### src/rtl/sfp_pkg.sv
package sfp_pkg;
  localparam int WORD_W    = 16;
  localparam int SMP_WORDS = 7;
  localparam int SMP_BYTES = SMP_WORDS * 2;
  localparam int SMP_W     = SMP_WORDS * WORD_W;
  // byte index where the gyro-only window begins (temperature high byte)
  localparam int TEMP_IDX  = 6;

  // field order sets byte order: accel, temp, gyro, MSB first
  typedef struct packed {
    logic [WORD_W-1:0] ax, ay, az, t, gx, gy, gz;
  } smp_t;
endpackage

### src/rtl/sfp_fifo.sv
module sfp_fifo #(
  parameter int DEPTH = 64,
  parameter int W     = 8,
  localparam int AW   = $clog2(DEPTH),
  localparam int CW   = AW + 1
) (
  input  logic          clk_i,
  input  logic          rst_ni,
  input  logic          push_i,
  input  logic [W-1:0]  data_i,
  input  logic          pop_i,
  output logic [W-1:0]  data_o,
  output logic [CW-1:0] count_o,
  output logic          empty_o,
  output logic          ovf_o
);
  logic [W-1:0]  mem_q [DEPTH];
  logic [AW-1:0] wr_ptr_q, rd_ptr_q;
  logic [CW-1:0] cnt_q;
  logic          full, push_ok, pop_ok;

  assign full    = (cnt_q == CW'(DEPTH));
  assign push_ok = push_i && !full;
  assign pop_ok  = pop_i && (cnt_q != '0);
  assign ovf_o   = push_i && full;

  always_ff @(posedge clk_i) begin
    if (push_ok) mem_q[wr_ptr_q] <= data_i;
  end

  always_ff @(posedge clk_i or negedge rst_ni) begin
    if (!rst_ni) begin
      wr_ptr_q <= '0;
      rd_ptr_q <= '0;
      cnt_q    <= '0;
    end else begin
      if (push_ok) wr_ptr_q <= wr_ptr_q + 1'b1;
      if (pop_ok)  rd_ptr_q <= rd_ptr_q + 1'b1;
      case ({push_ok, pop_ok})
        2'b10:   cnt_q <= cnt_q + 1'b1;
        2'b01:   cnt_q <= cnt_q - 1'b1;
        default: cnt_q <= cnt_q;
      endcase
    end
  end

  assign data_o  = mem_q[rd_ptr_q];
  assign count_o = cnt_q;
  assign empty_o = (cnt_q == '0);


  count_bound_chk: assert property (@(posedge clk_i) disable iff (!rst_ni)
    count_o <= CW'(DEPTH));

  push_incr_chk: assert property (@(posedge clk_i) disable iff (!rst_ni)
    (push_i && !full && !pop_i) |=> count_o == $past(count_o) + 1'b1);

  pop_decr_chk: assert property (@(posedge clk_i) disable iff (!rst_ni)
    (pop_i && !empty_o && !push_i) |=> count_o == $past(count_o) - 1'b1);

  pop_empty_chk: assert property (@(posedge clk_i) disable iff (!rst_ni)
    (pop_i && empty_o && !push_i) |=> empty_o);
endmodule

### src/rtl/sfp_seq.sv
module sfp_seq
  import sfp_pkg::*;
(
  input  logic       clk_i,
  input  logic       rst_ni,
  input  logic       stb_i,
  input  logic       acc_en_i,
  input  logic       gyr_en_i,
  input  smp_t       smp_i,
  output logic       push_o,
  output logic [7:0] byte_o,
  output logic       drop_o
);
  localparam int IW = $clog2(SMP_BYTES);

  smp_t          smp_q;
  logic          busy_q;
  logic [IW-1:0] idx_q, last_q;
  logic          start;

  assign start  = stb_i && !busy_q && (acc_en_i || gyr_en_i);
  assign drop_o = stb_i && busy_q;

  always_ff @(posedge clk_i or negedge rst_ni) begin
    if (!rst_ni) begin
      smp_q  <= '0;
      busy_q <= 1'b0;
      idx_q  <= '0;
      last_q <= '0;
    end else if (start) begin
      smp_q  <= smp_i;
      busy_q <= 1'b1;
      // accel window starts at byte 0, gyro-only window at temperature
      idx_q  <= acc_en_i ? '0 : IW'(TEMP_IDX);
      last_q <= gyr_en_i ? IW'(SMP_BYTES - 1) : IW'(TEMP_IDX + 1);
    end else if (busy_q) begin
      if (idx_q == last_q) busy_q <= 1'b0;
      else                 idx_q  <= idx_q + 1'b1;
    end
  end

  assign push_o = busy_q;
  assign byte_o = smp_q[(SMP_W - 8) - 8 * int'(idx_q) +: 8];


  idx_window_chk: assert property (@(posedge clk_i) disable iff (!rst_ni)
    busy_q |-> (idx_q <= last_q));

  no_start_chk: assert property (@(posedge clk_i) disable iff (!rst_ni)
    (stb_i && !busy_q && !acc_en_i && !gyr_en_i) |=> !push_o);

  start_push_chk: assert property (@(posedge clk_i) disable iff (!rst_ni)
    (stb_i && !busy_q && (acc_en_i || gyr_en_i)) |=> push_o);
endmodule

### src/rtl/sfp_regs.sv
module sfp_regs #(
  parameter logic [7:0] CFG_ADDR  = 8'h23,
  parameter logic [7:0] STAT_ADDR = 8'h24
) (
  input  logic       clk_i,
  input  logic       rst_ni,
  input  logic       wr_i,
  input  logic [7:0] addr_i,
  input  logic [7:0] wdata_i,
  output logic [7:0] rdata_o,
  input  logic       ovf_set_i,
  input  logic       drop_set_i,
  output logic       acc_en_o,
  output logic       gyr_en_o,
  output logic       ovf_o,
  output logic       drop_o
);
  logic acc_q, gyr_q, ovf_q, drop_q;
  logic cfg_wr, stat_wr;

  assign cfg_wr  = wr_i && (addr_i == CFG_ADDR);
  assign stat_wr = wr_i && (addr_i == STAT_ADDR);

  always_ff @(posedge clk_i or negedge rst_ni) begin
    if (!rst_ni) begin
      acc_q  <= 1'b0;
      gyr_q  <= 1'b0;
      ovf_q  <= 1'b0;
      drop_q <= 1'b0;
    end else begin
      if (cfg_wr) begin
        gyr_q <= wdata_i[4];
        acc_q <= wdata_i[3];
      end
      // a new event wins over a same-cycle clear
      if (ovf_set_i)                    ovf_q  <= 1'b1;
      else if (stat_wr && wdata_i[0])   ovf_q  <= 1'b0;
      if (drop_set_i)                   drop_q <= 1'b1;
      else if (stat_wr && wdata_i[1])   drop_q <= 1'b0;
    end
  end

  always_comb begin
    rdata_o = '0;
    if (addr_i == CFG_ADDR)       rdata_o = {3'b000, gyr_q, acc_q, 3'b000};
    else if (addr_i == STAT_ADDR) rdata_o = {6'b0, drop_q, ovf_q};
  end

  assign acc_en_o = acc_q;
  assign gyr_en_o = gyr_q;
  assign ovf_o    = ovf_q;
  assign drop_o   = drop_q;


  ovf_sticky_chk: assert property (@(posedge clk_i) disable iff (!rst_ni)
    ovf_set_i |=> ovf_o);

  drop_sticky_chk: assert property (@(posedge clk_i) disable iff (!rst_ni)
    drop_set_i |=> drop_o);

  drop_hold_chk: assert property (@(posedge clk_i) disable iff (!rst_ni)
    (drop_o && !(stat_wr && wdata_i[1])) |=> drop_o);
endmodule

### src/rtl/sfp_packer.sv
module sfp_packer
  import sfp_pkg::*;
#(
  parameter int         FIFO_DEPTH = 64,
  parameter logic [7:0] CFG_ADDR   = 8'h23,
  parameter logic [7:0] STAT_ADDR  = 8'h24
) (
  input  logic                          clk_i,
  input  logic                          rst_ni,
  input  logic                          reg_wr_i,
  input  logic [7:0]                    reg_addr_i,
  input  logic [7:0]                    reg_wdata_i,
  output logic [7:0]                    reg_rdata_o,
  input  logic                          smp_stb_i,
  input  logic                          standby_i,
  input  logic [3*WORD_W-1:0]           accel_i,
  input  logic [WORD_W-1:0]             temp_i,
  input  logic [3*WORD_W-1:0]           gyro_i,
  input  logic                          pop_i,
  output logic [7:0]                    pop_data_o,
  output logic                          empty_o,
  output logic [$clog2(FIFO_DEPTH):0]   count_o,
  output logic                          overflow_o,
  output logic                          drop_o
);
  smp_t       smp;
  logic       acc_en, gyr_en, push, ovf_ev, drop_ev;
  logic [7:0] push_byte;
  logic       unused_standby;

  // capture continues regardless of standby
  assign unused_standby = standby_i;

  assign smp = '{ax: accel_i[47:32], ay: accel_i[31:16], az: accel_i[15:0],
                 t:  temp_i,
                 gx: gyro_i[47:32],  gy: gyro_i[31:16],  gz: gyro_i[15:0]};

  sfp_regs #(.CFG_ADDR(CFG_ADDR), .STAT_ADDR(STAT_ADDR)) u_regs (
    .clk_i, .rst_ni,
    .wr_i(reg_wr_i), .addr_i(reg_addr_i), .wdata_i(reg_wdata_i),
    .rdata_o(reg_rdata_o),
    .ovf_set_i(ovf_ev), .drop_set_i(drop_ev),
    .acc_en_o(acc_en), .gyr_en_o(gyr_en),
    .ovf_o(overflow_o), .drop_o(drop_o)
  );

  sfp_seq u_seq (
    .clk_i, .rst_ni,
    .stb_i(smp_stb_i), .acc_en_i(acc_en), .gyr_en_i(gyr_en), .smp_i(smp),
    .push_o(push), .byte_o(push_byte), .drop_o(drop_ev)
  );

  sfp_fifo #(.DEPTH(FIFO_DEPTH), .W(8)) u_fifo (
    .clk_i, .rst_ni,
    .push_i(push), .data_i(push_byte), .pop_i(pop_i),
    .data_o(pop_data_o), .count_o(count_o), .empty_o(empty_o), .ovf_o(ovf_ev)
  );
endmodule

### config.mk
export PLATFORM = sky130hd
export DESIGN_NAME = sfp_packer
export DESIGN_NICKNAME = d
export VERILOG_FILES = /design/src/rtl/sfp_pkg.sv /design/src/rtl/sfp_fifo.sv /design/src/rtl/sfp_seq.sv /design/src/rtl/sfp_regs.sv /design/src/rtl/sfp_packer.sv
export SDC_FILE = /design/constraint.sdc
export NUM_CORES = 1
export LEC_CHECK = 0
export ABC_AREA = 1
export CORE_ASPECT_RATIO = 1.5
export CORE_MARGIN = 2
export CORE_UTILIZATION = 40
export CTS_CLUSTER_SIZE = 10
export DETAILED_ROUTE_END_ITERATION = 16
export HOLD_SLACK_MARGIN = 0.08
export SYNTH_ARGS = -nofsm -noshare
export SYNTH_HDL_FRONTEND = slang
export SYNTH_HIERARCHICAL = 1
export SYNTH_SLANG_ARGS = --single-unit
export TNS_END_PERCENT = 1
### constraint.sdc
create_clock -name clk_i -period 7.9 [get_ports clk_i]
set_input_delay 1.185 -clock clk_i [delete_from_list [all_inputs] [get_ports clk_i]]
set_output_delay 1.185 -clock clk_i [all_outputs]
set_load 0.05 [all_outputs]
# After elaboration in Yosys (flattened, before gate mapping)
# Memories as Yosys holds them, arrays and structs flattened.
# Cells that the tools add are included.
classes:
  addsub: 6
  n_eq_ne: 7
  shifts: 1
  muxes: 17
  reduce_logical: 20
op_table:
  columns: ["operator", "n"]
  rows:
  - ["$shiftx A112 B32 Y8", 1]
  - ["$eq A8 B6 Y1 const B", 2]
  - ["$mux W4", 4]
  - ["$pmux W7 S2", 1]
  - ["$add A6 B1 Y6 const B", 2]
  - ["$logic_and A1 B1 Y1", 10]
  - ["$mux W1", 9]
  - ["$mux W8", 1]
  - ["$reduce_bool A2 Y1", 4]
  - ["$sub A7 B7 Y8 const A", 1]
  - ["$add A7 B1 Y7 const B", 1]
  - ["$eq A7 B7 Y1 const B", 1]
  - ["$logic_not A7 Y1", 1]
  - ["$reduce_bool A7 Y1", 1]
  - ["$sub A7 B1 Y7 const B", 1]
  - ["$add A4 B1 Y4 const B", 1]
  - ["$eq A4 B4 Y1", 1]
  - ["$mux W3", 1]
  - ["$eq A2 B1 Y1 const B", 1]
  - ["$eq A2 B2 Y1 const B", 1]
  - ["$logic_not A1 Y1", 2]
  - ["$mux W2", 1]
  - ["$ne A2 B1 Y1 const B", 1]
  - ["$reduce_and A2 Y1", 1]
  - ["$logic_or A1 B1 Y1", 1]
totals:
  reg_bits: 144
  mem_bits_rw: 512
  input_bits: 134
  output_inout_bits: 26
  wordCells: 69
  n_memories: 1
memory_table:
  columns: ["name", "depth", "word_bits", "rd", "rd_ports_with_merged_regs", "write_ports", "line", "text"]
  rows:
  - ["u_fifo.mem_q", 64, 8, 1, 0, 1, "sfp_fifo.sv:17", "logic [W-1:0] mem_q [DEPTH];"]

# Depth between registers and ports, before layout
# Gate-level depths: netlist of the first run.
depth:
  depth_word: 5
  mapped_depth: 15
  depth_no_buf: 15

# By module
# The synthesis of the first run kept the hierarchy.
by_module_without_submodules:
  columns: ["module", "n_inst", "cells_per_inst", "area_per_inst_um2", "seq_area_each_um2"]
  rows:
  - ["sfp_fifo", 1, 2112, 22778.1, 15850.2]
  - ["sfp_seq", 1, 804, 5858.1, 3002.9]
  - ["sfp_regs", 1, 50, 314.1, 100.1]

# Worst setup path before layout of the first run
# No wires, ideal clock.
synth_timing:
  path_kind: "input-to-output"
  start: "in reg_addr_i[4]"
  end: "out reg_rdata_o[0]"
  arrival_ns: 2.200
  t_required_ns: 6.715
  slack_ns: 4.515
  cell_stages: 5
  path_buffers: 0
  path_cell_list: "inv_1 -> nand2_1 -> nor2_2 -> nand2_1 -> nor2_1"
synth_via:
  elab_chain_cells: 3
  word_cells_on_any_way: 4
  cone_classes: "2 x eq/ne; 2 x mux"
synth_lines:
  columns: ["item", "line", "text"]
  rows:
  - ["start, declared", "sfp_packer.sv:11", "input logic [7:0] reg_addr_i,"]
  - ["$eq A8 B6 Y1", "sfp_regs.sv:46", "else if (addr_i == STAT_ADDR) rdata_o = {6'b0, drop_q, ovf_q};"]
  - ["$mux W2", "sfp_regs.sv:46", null]
  - ["$mux W8 (*)", "sfp_regs.sv:45", "if (addr_i == CFG_ADDR) rdata_o = {3'b000, gyr_q, acc_q, 3'b000};"]
  - ["end, declared", "sfp_packer.sv:13", "output logic [7:0] reg_rdata_o,"]
# Every way passes the cells marked *; elsewhere a longest branch is shown, timed or not.

# Worst setup path after layout of the first run
layout_timing:
  start: "reg u_fifo.rd_ptr_q[1]"
  end: "out pop_data_o[5]"
layout_via:
  elab_chain_cells: 1
layout_lines:
  columns: ["item", "line", "text"]
  rows:
  - ["start, declared", "sfp_fifo.sv:18", "logic [AW-1:0] wr_ptr_q, rd_ptr_q;"]
  - ["start signal, assigned", "sfp_fifo.sv:38", "if (pop_ok) rd_ptr_q <= rd_ptr_q + 1'b1;"]
  - ["$mem_v2 Z64 W8", null, null]
  - ["end, declared", "sfp_packer.sv:20", "output logic [7:0] pop_data_o,"]
# No other way between the ends.

==> results of run 1 <==
[metal layers]
metal | vias to the layer above | wire [um] | GRT usage | part of all wire
li1 | 9863 | - | - | -
met1 | 9598 | 29000 | 0.236 | 0.39
met2 | 656 | 37600 | 0.354 | 0.51
met3 | 150 | 3760 | 0.0253 | 0.051
met4 | 0 | 3590 | 0.106 | 0.049
met5 | - | 0 | 0 | 0
[worst max path at each step]
stage / end / slack (ns)
detailed placement: pop_data_o[5] / 2.40
global route: pop_data_o[5] / 1.51
finish: pop_data_o[5] / 1.67
global placement: pop_data_o[5] / 2.39
floorplan: reg_rdata_o[0] / 4.51
CTS: pop_data_o[5] / 1.71
[power by group]
group | total, uW | switching, uW | internal, uW | leakage (uW)
combinational | 5680 | 4330 | 1350 | 0.00626
sequential | 5700 | 357 | 5340 | 0.00648
clock | 3090 | 1300 | 1790 | 0.00101
total | 14500 | 5990 | 8480 | 0.0137
[layout make-up]
cell class / count / area [um2]
flip-flops and latches: 655 / 19000
well taps: 915 / 1140
repair buffers: 175 / 1730
multi-input cells: 1930 / 8290
fillers: 6686 / 38400
clock inverters: 6 / 92.6
inverters: 229 / 867
clock buffers: 103 / 2000
[stage by stage]
stage,power [uW],cells,util
after floorplan,9290,2969,-
after global placement,11300,3904,0.434
after detailed placement,11500,3904,0.434
after CTS,14600,4013,0.463
after global routing,15300,4013,0.463
final,14500,4013,0.463
[flip-flops by register name (all words and copies together) (netlist names)]
| name | count |
|---|---|
| u_fifo/count_o | 7 |
| u_fifo/mem_q | 512 |
| u_fifo/rd_ptr_q | 6 |
| u_fifo/wr_ptr_q | 6 |
| u_regs/acc_en_o | 1 |
| u_regs/drop_o | 1 |
| u_regs/gyr_en_o | 1 |
| u_regs/ovf_o | 1 |
| u_seq/idx_q | 4 |
| u_seq/last_q | 3 |
| u_seq/push_o | 1 |
| u_seq/smp_q | 112 |
[cells in the mapped netlist, types with 2 or more instances]
library cell  number
buf_6             13
dfrtp_1          143
o21ai_1            5
xnor2_1            3
nand3_2            4
inv_2              8
edfxtp_1         512
buf_4             27
ha_1              11
o211ai_1          24
clkinv_1           5
o21bai_1           3
nand4_1            9
nor3_1             2
buf_2             87
buf_1              4
a21oi_1           40
nand2_1         1229
nand4_4            2
nor2_2             5
xor2_1            14
nor2_1           165
inv_1            216
clkbuf_1          24
nand3_1          357
o21ai_0           44
[logic make-up after synthesis]
group | synth area share
and+or+nand+nor | 0.251
DFF | 0.655
buffers and inverters | 0.0604
AOI/OAI and AO/OA | 0.0226
xor gates and xnor gates | 0.00609
adders and majority gates | 0.00545
other | 0.000130
[worst reg2reg max path: stages, from the launching register on]
cell and delay (ns):
dfrtp_1 0.35, buf_4 0.23, ha_1 0.59, nor2_2 0.63, o21ai_0 0.18, o21ai_0 0.48
nand2_1 0.13, nand2_2 0.10, buf_4 0.61
==> metrics.cfg, run 1 <==
[outcome]
status=complete, no violations

[run]
cap_violations=0

[cells_and_area]
area_growth_pct=14.3
mostFrequentLayoutCell=nand2_1
layout_common_cells=nand2_1, edfxtp_1, nand3_1
final_nets=3212
layout-drive-gt1-share=0.0462
num_antenna_cells=0
design_area_mm2=0.0331

[sta]
tns_ns=0
hold_slack_ns=0.466
fin_skew_ns=0.0302
fin_crit_sh=0.788
finalHoldViolations=0
timing.fmax_mhz=161
relSlewSlack=0.187
period_needed_ns=6.23
setup_viol=0
maxSlewViolCount=0
rsz0062_at_grt=false
tightestPinTransition_ns=1.22
fin_ws_ns=1.67

[routing]
drtAntennaViolNets=0
routedWlPerCell_um=18.4
first_iter_violations=1593
vias=20300
firstDrtPassIters=5
vias_per_cell=5.05
drc=0
totalWireLength_um=73900

[logic_synthesis]
ys_top_cells_by_area=edfxtp_1, nand2_1, dfrtp_1
synth.largest_area_cell=edfxtp_1
synth_ff_type=edfxtp_1
ys_ff_latch=655
synth.avg_cell_area_um2=9.76
synth-edff-count=512
netlist_instances=2966
synth_cell_types=36
yosysTopAreaCellShare=0.531
synthArstFlopShare=0.218
seq_area_frac_synth=0.655
yosysWarnings=6
netlist_area_mm2=0.0290

[worst_setup_path]
path_buf_inv=3
critPathLaunchType=flip-flop
reg2reg_slack_ns=4.22
arrival_ns=5.04
crit_chain=clkinv_2 > buf_12 > nor2_1 > nand2_1 > nand3_1 > nand3_1 > nand2_1 > nand3_1 > nand2_1 > clkdlybuf4s50_1
crit_path_max_incr_delay_ns=1.04
r2r_end=u_fifo/mem_q[46][6]$_DFFE_PP_
rr_worst_depth=8
critPathRequiredTime_ns=6.71
cp_top_family=buffers and inverters
cp-startpoint=u_fifo/rd_ptr_q[1]$_DFFE_PN0P_
crit_cells=10
slowest_stage=clkinv_2
r2r-start=u_seq/idx_q[1]$_DFFE_PN0P_
crit_type=reg2out
cp_max_fo=73
cp-end-kind=output pin

[floorplanning]
fp.coreArea_mm2=0.0715
dieHeight_um=333
initial_core_util=0.405
rows=120
die_area_mm2=0.0746
die_x_um=224
num_io_pins=160

[clock_network]
insertion_delay_ns=0.63
clockRootBuffer=clkbuf_16
cts_made_buffers=75
cts_sinks=655
cts_resized=0
h-tree-depth=3
clockBufferDepth=3
cts_tree=yes
clk_pin_slew_worst_paths_ns=0.06
holdBufCountCts=0
post_cts_buffers=0

[grt]
grt_max_degree=168
grtUsageTotal=0.200
grt_pass1_vias=20400
grt_pass1_wl_um=115000
antenna_found_initial=1
gr-total-overflow=0

[place]
dp_hpwl_um=45600
gp_congestion=0.828
pre_cts_slack_ns=2.40
portBuffers=150
place_area_mm2=0.0310

[power_and_ir_drop]
p_leak_uw=0.0137
irDropWorstVdd_uv=418
pwr_density_cell_mw_per_mm2=437

[min_path]
hp-start=u_seq/smp_q[15]$_DFFE_PN0P_
hp-class=reg2reg
min_to=u_seq/smp_q[15]$_DFFE_PN0P_
hold_depth=2

Note: power is estimated with default switching activity, not from simulation.
==> run 2: changes to the inputs <==
- clock period: 7.9 -> 5.9 ns (I/O delays scaled with it)
==> metrics.cfg, run 2 (synthesis gave the netlist of run 1 again) <==
[outcome]
status=complete, no violations

[routing]
vias=20400
firstDrtPassIters=5
first_iter_violations=1660
drtAntennaViolNets=0
totalWireLength_um=74600
vias_per_cell=5.08
routedWlPerCell_um=18.6
drc=0

[grt]
met2_usage=0.358
use_met1=0.240
grt_max_degree=139
grt_pass1_vias=20500
grt_pass1_wl_um=116000
antenna_found_initial=0
grt_use_met3=0.0260
gr-total-overflow=0
grt-busiest-layer=met2
grtUsageTotal=0.202

[clock_network]
cts_sinks=655
clockBufferDepth=3
clk_pin_slew_worst_paths_ns=0.05
insertion_delay_ns=0.62
cts_resized=0
post_cts_buffers=0
holdBufCountCts=0
h-tree-depth=3
clockRootBuffer=clkbuf_16
cts_tree=yes
cts_made_buffers=75

[power_and_ir_drop]
finalPower_uw=19400
p_leak_uw=0.0138
pwr_density_cell_mw_per_mm2=585
irDropWorstVdd_uv=458

[sta]
fin_skew_ns=0.0252
tns_ns=0
setup_viol=0
rsz0062_at_grt=false
tightestPinTransition_ns=1.30
finalHoldViolations=0
hold_slack_ns=0.292
timing.fmax_mhz=207
maxSlewViolCount=0
period_needed_ns=4.84
fin_crit_sh=0.820
relSlewSlack=0.132

[cells_and_area]
layout_common_cells=nand2_1, edfxtp_1, nand3_1
seqCellArea_mm2=0.0190
num_antenna_cells=0
largest_register_ffs=512
final_core_util=0.464
mostFrequentLayoutCell=nand2_1
top_regs=u_fifo/mem_q: 512 flops, u_seq/smp_q: 112 flops, u_fifo/count_o: 7 flops
multi_input_comb_area_mm2=0.00831
layout-drive-gt1-share=0.0477
top_register=u_fifo/mem_q
area_growth_pct=14.5
nFillCells=6643
final_nets=3216

[worst_setup_path]
crit_path_max_incr_delay_ns=0.86
r2r_end=u_fifo/mem_q[54][6]$_DFFE_PP_
critPathLaunchType=flip-flop
crit_type=reg2out
reg2reg_slack_ns=2.24
cp-end-kind=output pin
cpMostUsedCell=nand2_1
critPathRequiredTime_ns=5.02
crit_chain=inv_6 > buf_12 > nand2_1 > nand2_1 > nand2_1 > nand3_1 > nand3_1 > nand2_1 > nand3_1 > nand2_1 > clkdlybuf4s50_1
rr_worst_depth=10
arrival_ns=3.95
cp_max_fo=109
r2r-start=u_seq/idx_q[1]$_DFFE_PN0P_
slowest_stage=clkdlybuf4s50_1

[place]
portBuffers=150
dp_hpwl_um=46200
gp_congestion=0.821

[floorplanning]
dieHeight_um=333
rows=120
die_area_mm2=0.0746
num_io_pins=160
initial_core_util=0.405
fp.coreArea_mm2=0.0715
die_x_um=224

[min_path]
hp-class=in2async

[run]
cap_violations=0

## run 2: final cells by class
| cell class | instances | area share |
|---|---|---|
| clock buffers | 105 | 0.0610 |
| clock inverters | 6 | 0.00200 |
| inverters | 229 | 0.0262 |
| multi-input cells | 1930 | 0.251 |
| flip-flops and latches | 655 | 0.572 |
| well taps | 915 | 0.0345 |
| repair buffers | 179 | 0.0538 |
## run 2: critical path: cells and delay by family, from the launching register on
kind,cells,cell delay (ns)
DFF,1,0.66
buffers and inverters,3,1.57
and+or+nand+nor,8,0.93
## run 2: power by group
group / leakage (uW) / switching, uW / internal, uW
clock: 0.00101 / 1750 / 2360
sequential: 0.00648 / 408 / 7160
combinational: 0.00629 / 5860 / 1850
total: 0.0138 / 8020 / 11400
## run 2: metal layers
metal / wire length, um / vias up / share of wire
li1: - / 9852 / -
met1: 29000 / 9722 / 0.39
met2: 38300 / 660 / 0.51
met3: 3900 / 165 / 0.052
met4: 3450 / 0 / 0.046
met5: 0 / - / 0
## run 2: worst max-delay path by stage
stage                                   startpoint              to  slack, ns
floorplan                            reg_addr_i[4]  reg_rdata_o[0]       3.11
detailed placement  u_fifo/rd_ptr_q[2]$_DFFE_PN0P_   pop_data_o[5]       1.72
global route        u_fifo/rd_ptr_q[2]$_DFFE_PN0P_   pop_data_o[5]       0.86
global placement    u_fifo/rd_ptr_q[2]$_DFFE_PN0P_   pop_data_o[5]       1.72
CTS                 u_fifo/rd_ptr_q[2]$_DFFE_PN0P_   pop_data_o[5]       1.02
finish              u_fifo/rd_ptr_q[0]$_DFFE_PN0P_   pop_data_o[5]       1.06
## run 2: per-stage QoR
step	worst slack [ns]	instances	cell area [um2]
finish	1.06	4019	33200
global route	0.858	4019	33200
CTS	1.02	4019	33100
detailed placement	1.72	3908	31100
global placement	1.72	3908	31100
floorplan	3.11	2969	29000
